**src/rtl/scan_pkg.sv**
```systemverilog
// Shared definitions for the region scan engine.
// Assumes a byte-wide read bus and a 32-bit result word.
package scan_pkg;
    typedef enum logic [0:0] {
        SCAN_CHECK = 1'b0,
        SCAN_CRC   = 1'b1
    } scan_mode_e;

    typedef enum logic [0:0] {
        ST_IDLE = 1'b0,
        ST_READ = 1'b1
    } scan_state_e;

    localparam logic [3:0]  OP_CHECK  = 4'b0101;
    localparam logic [3:0]  OP_CRC    = 4'b0111;
    localparam int          BYTE_W    = 8;
    localparam int          RES_W     = 32;
    localparam logic [31:0] CRC_POLY  = 32'hEDB88320;
    localparam logic [31:0] CRC_SEED  = 32'hFFFFFFFF;
endpackage

```
**src/rtl/scan_seq.sv**
```systemverilog
// Scan sequencer: accepts a job, walks the address range one acknowledged
// byte at a time and flags completion. It assumes the memory holds
// mem_addr_o stable data in the cycle it raises mem_ack_i.
module scan_seq
    import scan_pkg::*;
#(
    parameter int ADDR_W = 32,
    parameter int CNT_W  = 32
) (
    input  logic              clk,
    input  logic              rst_n,
    input  logic              start_i,
    input  logic [3:0]        op_i,
    input  logic [ADDR_W-1:0] addr_i,
    input  logic [CNT_W-1:0]  count_i,
    input  logic              mem_ack_i,
    input  logic              stop_i,
    output logic              busy_o,
    output logic              mem_req_o,
    output logic [ADDR_W-1:0] mem_addr_o,
    output logic              accept_o,
    output logic              beat_o,
    output logic              finish_o,
    output scan_mode_e        mode_o,
    output logic [ADDR_W-1:0] fin_addr_o,
    output logic              done_o
);
    localparam logic [ADDR_W-1:0] ADDR_ONE = ADDR_W'(1);
    localparam logic [CNT_W-1:0]  CNT_ONE  = CNT_W'(1);

    scan_state_e       state_q;
    scan_mode_e        mode_q;
    logic [ADDR_W-1:0] addr_q;
    logic [CNT_W-1:0]  remain_q;
    logic              done_q;
    logic              op_ok;
    logic              zero_job;
    logic              last_beat;

    // Decode the launch condition and the end of a scan.
    always_comb begin
        op_ok     = (op_i == OP_CHECK) || (op_i == OP_CRC);
        accept_o  = start_i && (state_q == ST_IDLE) && op_ok;
        zero_job  = accept_o && (count_i == '0);
        beat_o    = (state_q == ST_READ) && mem_ack_i;
        last_beat = beat_o && ((remain_q == CNT_ONE) || stop_i);
        finish_o  = zero_job || last_beat;
        mode_o    = accept_o ? ((op_i == OP_CRC) ? SCAN_CRC : SCAN_CHECK) : mode_q;
        fin_addr_o = accept_o ? addr_i : addr_q;
    end

    // State, address and remaining count registers.
    always_ff @(posedge clk) begin
        if (!rst_n) begin
            state_q  <= ST_IDLE;
            mode_q   <= SCAN_CHECK;
            addr_q   <= '0;
            remain_q <= '0;
            done_q   <= 1'b0;
        end else begin
            done_q <= finish_o;
            mode_q <= mode_o;
            if (accept_o && !zero_job) begin
                state_q  <= ST_READ;
                addr_q   <= addr_i;
                remain_q <= count_i;
            end else if (beat_o) begin
                if (last_beat) begin
                    state_q <= ST_IDLE;
                end else begin
                    addr_q   <= addr_q + ADDR_ONE;
                    remain_q <= remain_q - CNT_ONE;
                end
            end
        end
    end

    assign busy_o     = (state_q == ST_READ);
    assign mem_req_o  = (state_q == ST_READ);
    assign mem_addr_o = addr_q;
    assign done_o     = done_q;

    // an unanswered request stays up with the same address.
    p_req_hold_r3: assert property (@(posedge clk) disable iff (!rst_n)
        (mem_req_o && !mem_ack_i) |=> (mem_req_o && $stable(mem_addr_o)));

    // consecutive reads step the address by one.
    p_addr_step_r3: assert property (@(posedge clk) disable iff (!rst_n)
        ((mem_req_o && mem_ack_i) ##1 mem_req_o) |-> (mem_addr_o == $past(mem_addr_o) + ADDR_ONE));

    // done is a single-cycle strobe seen while idle.
    p_done_pulse_r4: assert property (@(posedge clk) disable iff (!rst_n)
        done_o |=> !done_o);
    p_done_idle_r4: assert property (@(posedge clk) disable iff (!rst_n)
        done_o |-> !busy_o);

    // an unknown operation code starts nothing.
    p_bad_op_r1: assert property (@(posedge clk) disable iff (!rst_n)
        (start_i && !busy_o && (op_i != OP_CHECK) && (op_i != OP_CRC)) |=> (!busy_o && !done_o));

    // a zero-length job completes at once without a read.
    p_zero_len_r9: assert property (@(posedge clk) disable iff (!rst_n)
        (start_i && !busy_o && ((op_i == OP_CHECK) || (op_i == OP_CRC)) && (count_i == '0))
        |=> (done_o && !mem_req_o));

    // a stop request on a beat ends reading.
    p_early_stop_r7: assert property (@(posedge clk) disable iff (!rst_n)
        (mem_req_o && mem_ack_i && stop_i) |=> (!mem_req_o && done_o));
endmodule

```
**src/rtl/scan_crc_acc.sv**
```systemverilog
// Byte-serial reflected CRC-32 accumulator. The step logic is unrolled
// over DATA_W bit stages. It assumes init_i and beat_i are never both high.
module scan_crc_acc
    import scan_pkg::*;
#(
    parameter int          DATA_W = 8,
    parameter logic [31:0] POLY   = CRC_POLY,
    parameter logic [31:0] SEED   = CRC_SEED
) (
    input  logic              clk,
    input  logic              rst_n,
    input  logic              init_i,
    input  logic              beat_i,
    input  logic [DATA_W-1:0] data_i,
    output logic [31:0]       crc_o
);
    localparam int PAD_W = 32 - DATA_W;

    logic [31:0] crc_q;
    logic [31:0] crc_d;
    logic [31:0] stage [DATA_W+1];

    assign stage[0] = crc_q ^ {{PAD_W{1'b0}}, data_i};

    for (genvar b = 0; b < DATA_W; b++) begin : g_bit
        // One shift of the LSB-first division.
        assign stage[b+1] = stage[b][0] ? ((stage[b] >> 1) ^ POLY) : (stage[b] >> 1);
    end

    // Select the next remainder value.
    always_comb begin
        if (init_i)      crc_d = SEED;
        else if (beat_i) crc_d = stage[DATA_W];
        else             crc_d = crc_q;
    end

    // Remainder register.
    always_ff @(posedge clk) begin
        if (!rst_n) crc_q <= SEED;
        else        crc_q <= crc_d;
    end

    assign crc_o = ~crc_d;
endmodule

```
**src/rtl/scan_erase_chk.sv**
```systemverilog
// Erase checker: tracks the most recent byte and flags any byte that is
// not all-ones. It assumes init_i and beat_i are never both high.
module scan_erase_chk #(
    parameter int DATA_W = 8,
    parameter int RES_W  = 32
) (
    input  logic              clk,
    input  logic              rst_n,
    input  logic              init_i,
    input  logic              beat_i,
    input  logic [DATA_W-1:0] data_i,
    output logic              bad_o,
    output logic [RES_W-1:0]  word_o
);
    localparam int EXT_W = RES_W - DATA_W;

    logic [DATA_W-1:0] last_q;
    logic [DATA_W-1:0] last_d;

    // Pick the byte to remember.
    always_comb begin
        if (init_i)      last_d = '1;
        else if (beat_i) last_d = data_i;
        else             last_d = last_q;
    end

    // Last-byte register.
    always_ff @(posedge clk) begin
        if (!rst_n) last_q <= '1;
        else        last_q <= last_d;
    end

    assign bad_o  = (data_i != '1);
    assign word_o = {{EXT_W{1'b1}}, last_d};
endmodule

```
**src/rtl/region_scan.sv**
```systemverilog
// Region scan engine top: joins the sequencer, CRC accumulator and erase
// checker, and registers the reported address and value at completion.
// It assumes the sequencer upstream pulses start_i for one cycle.
module region_scan
    import scan_pkg::*;
#(
    parameter int ADDR_W = 32,
    parameter int CNT_W  = 32
) (
    input  logic              clk,
    input  logic              rst_n,
    input  logic              start_i,
    input  logic [3:0]        op_i,
    input  logic [ADDR_W-1:0] addr_i,
    input  logic [CNT_W-1:0]  count_i,
    output logic              mem_req_o,
    output logic [ADDR_W-1:0] mem_addr_o,
    input  logic              mem_ack_i,
    input  logic [7:0]        mem_data_i,
    output logic              busy_o,
    output logic              done_o,
    output logic [ADDR_W-1:0] res_addr_o,
    output logic [31:0]       res_val_o
);
    logic              accept;
    logic              beat;
    logic              finish;
    logic              bad_byte;
    logic              stop;
    scan_mode_e        mode;
    logic [ADDR_W-1:0] fin_addr;
    logic [RES_W-1:0]  crc_word;
    logic [RES_W-1:0]  chk_word;
    logic [ADDR_W-1:0] res_addr_q;
    logic [RES_W-1:0]  res_val_q;

    assign stop = (mode == SCAN_CHECK) && bad_byte;

    scan_seq #(
        .ADDR_W (ADDR_W),
        .CNT_W  (CNT_W)
    ) u_seq (
        .clk        (clk),
        .rst_n      (rst_n),
        .start_i    (start_i),
        .op_i       (op_i),
        .addr_i     (addr_i),
        .count_i    (count_i),
        .mem_ack_i  (mem_ack_i),
        .stop_i     (stop),
        .busy_o     (busy_o),
        .mem_req_o  (mem_req_o),
        .mem_addr_o (mem_addr_o),
        .accept_o   (accept),
        .beat_o     (beat),
        .finish_o   (finish),
        .mode_o     (mode),
        .fin_addr_o (fin_addr),
        .done_o     (done_o)
    );

    scan_crc_acc #(
        .DATA_W (BYTE_W)
    ) u_crc (
        .clk    (clk),
        .rst_n  (rst_n),
        .init_i (accept),
        .beat_i (beat),
        .data_i (mem_data_i),
        .crc_o  (crc_word)
    );

    scan_erase_chk #(
        .DATA_W (BYTE_W),
        .RES_W  (RES_W)
    ) u_chk (
        .clk    (clk),
        .rst_n  (rst_n),
        .init_i (accept),
        .beat_i (beat),
        .data_i (mem_data_i),
        .bad_o  (bad_byte),
        .word_o (chk_word)
    );

    // Capture the reported address and value when a job completes.
    always_ff @(posedge clk) begin
        if (!rst_n) begin
            res_addr_q <= '0;
            res_val_q  <= '0;
        end else if (finish) begin
            res_addr_q <= fin_addr;
            res_val_q  <= (mode == SCAN_CRC) ? crc_word : chk_word;
        end
    end

    assign res_addr_o = res_addr_q;
    assign res_val_o  = res_val_q;

    // results move only together with the done strobe.
    p_res_hold_r10: assert property (@(posedge clk) disable iff (!rst_n)
        !done_o |-> ($stable(res_addr_o) && $stable(res_val_o)));

    // a start while busy does not disturb the pending read.
    p_busy_start_r2: assert property (@(posedge clk) disable iff (!rst_n)
        (start_i && busy_o && !mem_ack_i) |=> (busy_o && $stable(mem_addr_o)));
endmodule

```
**config.mk**
```make
export PLATFORM = sky130hd
export DESIGN_NAME = region_scan
export DESIGN_NICKNAME = d
export VERILOG_FILES = /design/src/rtl/scan_pkg.sv /design/src/rtl/scan_seq.sv /design/src/rtl/scan_crc_acc.sv /design/src/rtl/scan_erase_chk.sv /design/src/rtl/region_scan.sv
export SDC_FILE = /design/constraint.sdc
export NUM_CORES = 1
export LEC_CHECK = 0
export CAP_MARGIN = 10
export CORE_MARGIN = 3
export CORE_UTILIZATION = 45
export DETAILED_ROUTE_END_ITERATION = 12
export GPL_ROUTABILITY_DRIVEN = 0
export GPL_TIMING_DRIVEN = 0
export PLACE_DENSITY = 0.73
export SLEW_MARGIN = 15
export SYNTH_ARGS = -nofsm -noshare
export SYNTH_HDL_FRONTEND = slang
export SYNTH_HIERARCHICAL = 1
export SYNTH_SLANG_ARGS = --single-unit
```
**constraint.sdc**
```tcl
create_clock -name clk -period 6.8 [get_ports clk]
set_clock_uncertainty 0.1 [all_clocks]
set_input_delay 0.68 -clock clk [delete_from_list [all_inputs] [get_ports clk]]
set_output_delay 0.68 -clock clk [all_outputs]
set_load 0.005 [all_outputs]
```
; Word-level counts from Yosys, hierarchy flattened
; Cells that the tools add are included.
[op_classes]
n_eq_ne = 5
n_mux = 25
n_addsub = 2
bitwise_logic = 12
reduce_logical = 16
[op_table]
columns = operator, count
row1 = 32-bit two-way mux, 18
row2 = 13-bit NOT with 14-bit output, 8
row3 = 32-bit by 1-bit adder with 32-bit output (second input constant), 1
row4 = 32-bit by 1-bit == test with 1-bit output (second input constant), 1
row5 = 32-bit zero test, 1
row6 = 32-bit NOT, 1
row7 = 32-bit by 1-bit subtractor with 32-bit output (second input constant), 1
row8 = 32-bit by 8-bit bitwise XOR with 32-bit output, 1
row9 = 8-bit two-way mux, 2
row10 = 4-bit by 3-bit == test with 1-bit output (second input constant), 2
row11 = 8-bit != test (second input constant), 1
row12 = 1-bit logical AND, 7
row13 = 1-bit two-way mux, 5
row14 = 2-bit AND reduction, 2
row15 = 2-bit nonzero test, 2
row16 = 1-bit logical OR, 3
row17 = 2-bit != test (second input constant), 1
row18 = 1-bit NOT, 2
row19 = 1-bit zero test, 1
[totals]
reg_bits = 171
word_cells = 69
output_inout_bits = 99
in_bits = 80

; Longest topological paths before layout
; Gate-level depths: netlist of run 1.
[depth]
ltp_word = 21
ltp_mapped = 13
depth_no_buf = 10

; Modules after synthesis
; Netlist of run 1, hierarchy kept.
[by_module_without_submodules]
columns = mod, seq_area_each_um2, cells_each, n_inst, area_each_um2
row1 = scan_seq, 1341.3, 604, 1, 4340.4
row2 = region_scan, 1281.2, 247, 1, 2745.1
row3 = scan_crc_acc, 640.6, 212, 1, 2451.1
row4 = scan_erase_chk, 160.2, 63, 1, 545.5

; Worst setup path before layout of run 1
; No wires, ideal clock.
[synth_timing]
path_type = input to register
start = in op_i[3]
end = reg u_seq.addr_q[29], in the netlist u_seq/mem_addr_o[29]
stages = 12
setup_ns = 0.074
arrival_ns = 3.114
n_path_buf = 3
slack_ns = 3.512
t_required_ns = 6.626
path_cell_list = nand2b_1 -> or3_1 -> mux2_2 -> buf_6 -> buf_12 -> nor2b_1 -> nand3b_1 -> a31oi_4 -> nand3_1 -> buf_2 -> or3_1 -> a31oi_1
[synth_between]
elab_chain_len = 10
word_cells_on_any_way = 17
cone_classes = 3 x eq/ne / 3 x mux / 1 x bitwise / 10 x reduce/logical
[synth_rtl]
columns = element, line
row1 = "start, declared", region_scan.sv:13  ; input logic [3:0] op_i,
row2 = 4-bit by 3-bit == test with 1-bit output (on tied branches), "scan_seq.sv:42, scan_seq.sv:48"
row3 = 1-bit logical OR, scan_seq.sv:42  ; op_ok = (op_i == OP_CHECK) || (op_i == OP_CRC);
row4 = 1-bit logical AND, scan_seq.sv:43  ; accept_o = start_i && (state_q == ST_IDLE) && op_ok;
row5 = 1-bit two-way mux (*), scan_seq.sv:48  ; mode_o = accept_o ? ((op_i == OP_CRC) ? SCAN_CRC : SCAN_CHECK) : mode_q;
row6 = named net mode, region_scan.sv:30  ; scan_mode_e mode;
row7 = 1-bit NOT (*), region_scan.sv:37  ; assign stop = (mode == SCAN_CHECK) && bad_byte;
row8 = 1-bit logical AND (*), region_scan.sv:37
row9 = named net stop, region_scan.sv:29  ; logic stop;
row10 = 1-bit logical OR (*), scan_seq.sv:46  ; last_beat = beat_o && ((remain_q == CNT_ONE) || stop_i);
row11 = 1-bit logical AND (*), scan_seq.sv:46
row12 = 2-bit != test (no line) (*), --
row13 = 2-bit AND reduction (no line) (*), --
row14 = "end signal, assigned", scan_seq.sv:65  ; addr_q <= addr_i;
row15 = "end signal, assigned", scan_seq.sv:71  ; addr_q <= addr_q + ADDR_ONE;
row16 = "end, declared", scan_seq.sv:33  ; logic [ADDR_W-1:0] addr_q;
; Mark *: on every way through the listed nets, which the timed path passes. The rest lies on a longest branch.
; A chain may end at the register's enable or synchronous reset.

; Worst setup path after layout of run 1
[layout_timing]
start = in op_i[3]
end = reg res_val_q[21], in the netlist res_val_o[21]
[layout_between]
word_cells_on_any_way = 15
cone_classes = 2 x eq/ne / 4 x mux / 2 x bitwise / 7 x reduce/logical
[layout_rtl]
columns = element, line
row1 = 4-bit by 3-bit == test with 1-bit output, scan_seq.sv:42
row2 = 1-bit logical OR (*), scan_seq.sv:42
row3 = 1-bit logical AND (*), scan_seq.sv:43
row4 = named net accept, region_scan.sv:25  ; logic accept;
row5 = 32-bit two-way mux (*), scan_crc_acc.sv:32  ; if (init_i) crc_d = SEED;
row6 = 32-bit NOT (*), scan_crc_acc.sv:43  ; assign crc_o = ~crc_d;
row7 = named net crc_word[21], region_scan.sv:32  ; logic [RES_W-1:0] crc_word;
row8 = 32-bit two-way mux (*), region_scan.sv:93  ; res_val_q <= (mode == SCAN_CRC) ? crc_word : chk_word;
row9 = "end signal, assigned", region_scan.sv:93
row10 = "end, declared", region_scan.sv:35  ; logic [RES_W-1:0] res_val_q;
; Marked as above.

==> impl_metrics.toml, run 1 <==
[setup_path]
crit_arrival_ns = 4.56
crit_path_end_kind = "flip-flop"
cp-start-kind = "input port"
slowest_stage = "clkbuf_1"
path_class = "input port to flip-flop"
cpMostUsedCell = "clkbuf_1"
cp_max_fo = 21
required_ns = 7.01
max_stage_delay_ns = 0.81
reg2reg_slack_ns = 2.80
reg2regPathDepth = 9
worst-path-buf-inv = 6
worstReg2RegStart = "u_seq/busy_o"
cp_top_family = "buffers and inverters"
worstPathCellList = "clkdlybuf4s50_1 > nand2b_1 > or3_1 > clkinv_1 > clkbuf_1 > clkbuf_1 > clkbuf_1 > clkbuf_1 > a211oi_1 > mux2i_1 > a21oi_2"
r2r-end = "res_val_o[21]"

[floorplanning]
die_width_um = 156
dieArea_sq_um = 24200
initial_core_util = 0.461
coreArea_sq_um = 21900
die_y_um = 156
ios = 179
row_count = 54

[synthesis]
ys_warn_count = 6
synth-async-reset-ratio = 0
synth_flop_cell = "dfxtp_1"
ys_types = 82
syn-mean-instance-area_sq_um = 8.95
synthesis.area_sq_um = 10100
ys_ff_latch = 171
synth_edf_count = 0
yosysSeqAreaShare = 0.340
synthCells = 1126

[sta]
drv_slew = 0
worst_hold_slack_ns = 0.362
setup_tns_ns = 0
finalCriticalPeriod_ns = 4.35
fmax_ghz = 0.230
fin_crit_sh = 0.640
finalSetupViolCount = 0
rsz0062_at_grt = "no"
final_hold_viol_count = 0
tightest_slew_ns = 1.01
timing.slew.headroom = 0.324

[cells_and_area]
areaGrowthSynthToFinish_pct = 28.5
nets = 1429
final_core_util = 0.592
final_layout_size_suffix_gt1_frac = 0.106

[clock_tree]
hold_buffers = 0
clk_path_buf_depth = 2
cts_resized = 0
clockRootBuffer = "clkbuf_16"
path_clk_slew_ns = 0.07
cts_buffers = 17
cts.sinks = 171
cts_setup_buffers = 0
h-tree-depth = 4
clk_latency_ns = 0.43
cts_tree = "yes"

[worst_hold_path]
hp-class = "flip-flop to flip-flop"
whs_endpoint = "u_chk/last_q[3]"
hold_depth = 2
min_from = "u_chk/last_q[3]"

[grt]
grt_overflow = 0
grt_pass1_wl_um = 51800
grt_pass1_vias = 9193
grt_usage = 0.272
grt_max_degree = 22
antenna_found_initial = 1

[routing]
wl_per_cell_um = 20.6
wl_um = 33800
first_pass_iters = 7
drc = 0
drt-initial-drc-count = 877
num_vias = 9551
ant_nets = 0
vias_per_cell = 5.83

[power_and_ir_drop]
cellLeakagePower_nw = 4.56
ir_drop_mv = 0.160
power_density_nw_per_um2 = 197

[flow_run]
drv_cap = 0

[place]
port_buffers = 178
dp_hpwl_um = 24600

[outcome]
status = "complete, no violations"
power breakdown:
group	total (W)	switching [W]	internal, W
sequential	0.00104	0.0000201	0.00102
combinational	0.000424	0.000217	0.000207
clock	0.00109	0.000423	0.000670
layer usage:
metal  GRT usage  routed length (um)  part of all wire
met3      0.0705                3330             0.099
met4      0.0967                1010             0.030
met5           0                   0                 0
met2       0.437               15500              0.46
met1       0.354               14000              0.41
worst max path at each step:
stage                        from                    to  slack, ns  cells past startpoint
final                     op_i[3]         res_val_o[21]       2.45                     11
after floorplan           op_i[3]  u_seq/mem_addr_o[29]       3.51                     12
after detailed placement  op_i[3]         res_val_o[21]       2.12                     11
after CTS                 op_i[3]         res_val_o[21]       2.55                     11
after global routing      op_i[3]         res_val_o[21]       2.24                     11
after global placement    op_i[3]         res_val_o[21]       2.15                     11
synth_stat cells, drive strengths merged, types with 5 or more instances:
master / count / area, sq um
a21oi: 71 / 393
a211oi: 36 / 270
and3: 5 / 31.3
nor3: 23 / 120
o211ai: 9 / 67.6
dfxtp: 171 / 3420
or3: 12 / 75.1
and2: 6 / 37.5
or4: 7 / 56.3
xnor3: 15 / 345
inv: 8 / 30.0
nand2b: 15 / 93.8
nand2: 137 / 514
nor2b: 65 / 407
xor2: 10 / 106
a221oi: 6 / 52.6
buf: 61 / 497
nand4: 19 / 119
o21ai: 57 / 323
nand3: 36 / 180
a32oi: 5 / 43.8
a211o: 31 / 272
or2: 8 / 50.1
xnor2: 48 / 597
clkbuf: 43 / 161
o22ai: 11 / 68.8
nor2: 44 / 180
nor4: 21 / 153
a31oi: 15 / 109
mux2i: 72 / 721
worst register-to-register path, delay by kind of cell (launching register included):
family / cells / cell delay (ns)
AO/OA/AOI/OAI: 2 / 0.19
buffers and inverters: 5 / 2.41
flip-flops: 1 / 0.37
multiplexers: 1 / 0.35
AND/OR/NAND/NOR: 1 / 0.46
cells by family (layout without fill, tap and decap cells):
| family | Yosys count | count (layout) | synth area share |
|---|---|---|---|
| and+or+nand+nor | 405 | 405 | 0.206 |
| AOI/OAI and AO/OA | 280 | 280 | 0.193 |
| DFF | 171 | 171 | 0.340 |
| buffers and inverters | 114 | 323 | 0.0690 |
| xor gates and xnor gates | 77 | 77 | 0.113 |
| muxes | 75 | 75 | 0.0748 |
| adders and majority gates | 3 | 3 | 0.00372 |
| other | 1 | 25 | 0.000372 |
flip-flops by register name (all words and copies together) (netlist names):
name and count:
u_seq/done_o 1, u_crc/crc_q 32, u_seq/mode_q 1, u_seq/remain_q 32
res_val_o 32, u_chk/last_q 8, res_addr_o 32, u_seq/busy_o 1
u_seq/mem_addr_o 32
stage by stage:
stage | power (W) | cell area, sq um | std cells | worst slack (ns)
floorplan | 0.00132 | 10200 | 1149 | 3.51
global placement | 0.00147 | 12300 | 1607 | 2.15
detailed placement | 0.00147 | 12300 | 1607 | 2.12
CTS | 0.00256 | 12900 | 1638 | 2.55
global route | 0.00264 | 13000 | 1639 | 2.24
finish | 0.00256 | 13000 | 1639 | 2.45
cell type report:
class	instances	area, sq um
Fill cell	1899	8940
Clock buffer	20	457
Multi-Input combinational cell	864	6050
Timing Repair Buffer	178	1780
Inverter	10	37.5
Antenna cell	1	2.50
Buffer	104	658
Tap cell	280	350
Sequential cell	171	3420
Clock inverter	11	193
layout by cell type, fill, tap and decap left out, types with 12 or more instances in the layout:
cell,synthesis,routed
buf_4,29,29
mux2i_1,72,72
conb_1,1,24
nand2_1,137,137
a21oi_1,61,61
or3_1,12,12
nand3_1,36,36
nand4_1,19,19
a211oi_1,36,36
nand2b_1,15,15
clkbuf_1,43,44
nor2_1,42,42
a31oi_1,14,14
buf_2,14,14
nor4_1,19,19
nor2b_1,65,65
clkbuf_16,0,17
nor3_1,22,22
clkdlybuf4s50_1,0,178
xnor2_1,35,35
a211o_1,31,31
dfxtp_1,171,171
o21ai_0,42,42
No activity file was read; power rests on OpenSTA's default activity.
==> run 2: changes to the inputs <==
clock period = 4.1 ns   (was 6.8 ns; I/O delays follow)
==> run 2 against run 1 <==
Net effect: largest power group unchanged; critical path depth up 2; critical path type unchanged; worst setup slack worse by 2.1 ns; register-to-register slack worse by 2.4 ns; non-clock buffer count unchanged.
==> impl_metrics.toml, run 2 (same netlist as run 1, synthesis figures left out) <==
[outcome]
status = "complete, no violations"

[grt]
grt_usage = 0.272
grt_pass1_wl_um = 51800
antenna_found_initial = 1
grt_pass1_vias = 9193
grt_max_degree = 22
grt_overflow = 0

[power_and_ir_drop]
ir_drop_mv = 0.266
p_comb_frac = 0.166
power.internal_w = 0.00314
power_density_nw_per_um2 = 327
p_switching_w = 0.00109
cellLeakagePower_nw = 4.57
p_clk_frac = 0.428
seqPwrFrac = 0.407
p_sw_frac = 0.258

[setup_path]
crit_arrival_ns = 3.93
crit_start = "op_i[3]"
reg2regPathDepth = 11
reg2reg_slack_ns = 0.44
crit_path_end_kind = "flip-flop"
path_class = "input port to flip-flop"
required_ns = 4.29
cp_max_fo = 10
worstReg2RegStart = "u_seq/busy_o"
setup.worst_path.end = "u_seq/remain_q[27]"
cp-start-kind = "input port"
r2r-end = "u_seq/remain_q[27]"

[floorplanning]
ios = 179
initial_core_util = 0.461
row_count = 54
coreArea_sq_um = 21900
die_y_um = 156
die_width_um = 156
dieArea_sq_um = 24200

[cells_and_area]
final_layout_size_suffix_gt1_frac = 0.107
final_cell_mix = "178 x clkdlybuf4s50_1, 171 x dfxtp_1, 137 x nand2_1, 72 x mux2i_1, 65 x nor2b_1"
final_cells = 1639
areaGrowthSynthToFinish_pct = 28.5
final_core_util = 0.592
final_common_cell = "clkdlybuf4s50_1"
nFillCells = 1900
nets = 1429

[place]
port_buffers = 178
dp_hpwl_um = 24600
placed_cells = 1607

[clock_tree]
cts_buffers = 17
cts.sinks = 171
clk_path_buf_depth = 2
clockRootBuffer = "clkbuf_16"
cts_tree = "yes"
clk_latency_ns = 0.43
path_clk_slew_ns = 0.07
h-tree-depth = 4

[routing]
ant_nets = 0
drc = 0
drt-initial-drc-count = 910
num_vias = 9572
wl_um = 33800
first_pass_iters = 5
vias_per_cell = 5.84
wl_per_cell_um = 20.6

[sta]
drv_slew = 0
fmax_ghz = 0.267
finalSetupViolCount = 0
worst_hold_slack_ns = 0.362
final_hold_viol_count = 0
timing.slew.headroom = 0.427
tightest_slew_ns = 0.859
rsz0062_at_grt = "no"
finalCriticalPeriod_ns = 3.74
fin_crit_sh = 0.913

[flow_run]
drv_cap = 0

[worst_hold_path]
hp-class = "flip-flop to flip-flop"
min_from = "u_chk/last_q[3]"
## run 2: layout make-up
type / instances / area (sq um) / share of cell area
Multi-Input combinational cell: 864 / 6050 / 0.467
Sequential cell: 171 / 3420 / 0.264
Timing Repair Buffer: 178 / 1780 / 0.138
Buffer: 104 / 659 / 0.0509
Clock buffer: 20 / 457 / 0.0353
Tap cell: 280 / 350 / 0.0270
Clock inverter: 11 / 193 / 0.0149
Inverter: 10 / 37.5 / 0.00290
Antenna cell: 1 / 2.50 / 0.000193
## run 2: layer usage
metal	GRT usage	up-vias	wire length [um]
met2	0.437	513	15700
met5	0	-	0
met3	0.0705	65	3580
met1	0.354	4515	13700
met4	0.0967	0	900
li1	-	4479	-
## run 2: how the worst min path moves through the flow
stage	end	slack, ns	cells after the start
4_1_cts	u_chk/last_q[7]	0.36	2
3_3_place_gp	u_chk/last_q[7]	0.34	2
3_5_place_dp	u_chk/last_q[7]	0.35	2
5_1_grt	u_chk/last_q[2]	0.39	2
2_1_floorplan	u_chk/last_q[0]	0.33	2
6_report	u_chk/last_q[3]	0.36	2
## run 2: through the flow
stage / instance area [sq um] / worst slack [ns] / power [W] / TNS (ns)
finish: 13000 / 0.359 / 0.00424 / 0
CTS: 12900 / 0.118 / 0.00424 / 0
global placement: 12300 / -0.278 / 0.00244 / -3.56
global route: 13000 / 0.183 / 0.00437 / 0
detailed placement: 12300 / -0.306 / 0.00244 / -3.77
floorplan: 10200 / 1.08 / 0.00219 / 0
## run 2: power groups by stage
stage	registers, W	logic, W	clock network (W)
finish	0.00172	0.000702	0.00181
global placement	0.00176	0.000679	0
floorplan	0.00175	0.000442	0
detailed placement	0.00176	0.000684	0
global route	0.00173	0.000744	0.00190
CTS	0.00172	0.000692	0.00182
## run 2: critical path, stage by stage
cell and delay (ns):
clkdlybuf4s50_1 0.39, nand2b_1 0.13, or3_1 0.41, mux2_2 0.27
buf_6 0.17, buf_12 0.15, nor2b_1 0.08, nand3b_1 0.38
a31oi_4 0.43, clkbuf_1 0.55, o22ai_1 0.22, a222oi_1 0.27
nor2_1 0.06
## run 2: repair_timing
item	CTS	global route
resized for setup	0	3
hold buffers	0	0
setup buffers	0	0
endpoints found under the setup margin	0	20
==> run 3: changes to the inputs <==
CTS_CLUSTER_DIAMETER = 30   (was not set)
HOLD_SLACK_MARGIN = 0.02   (was not set)
==> results of run 3 <==
The final DEF is identical to that of run 2; final timing and power are the same.
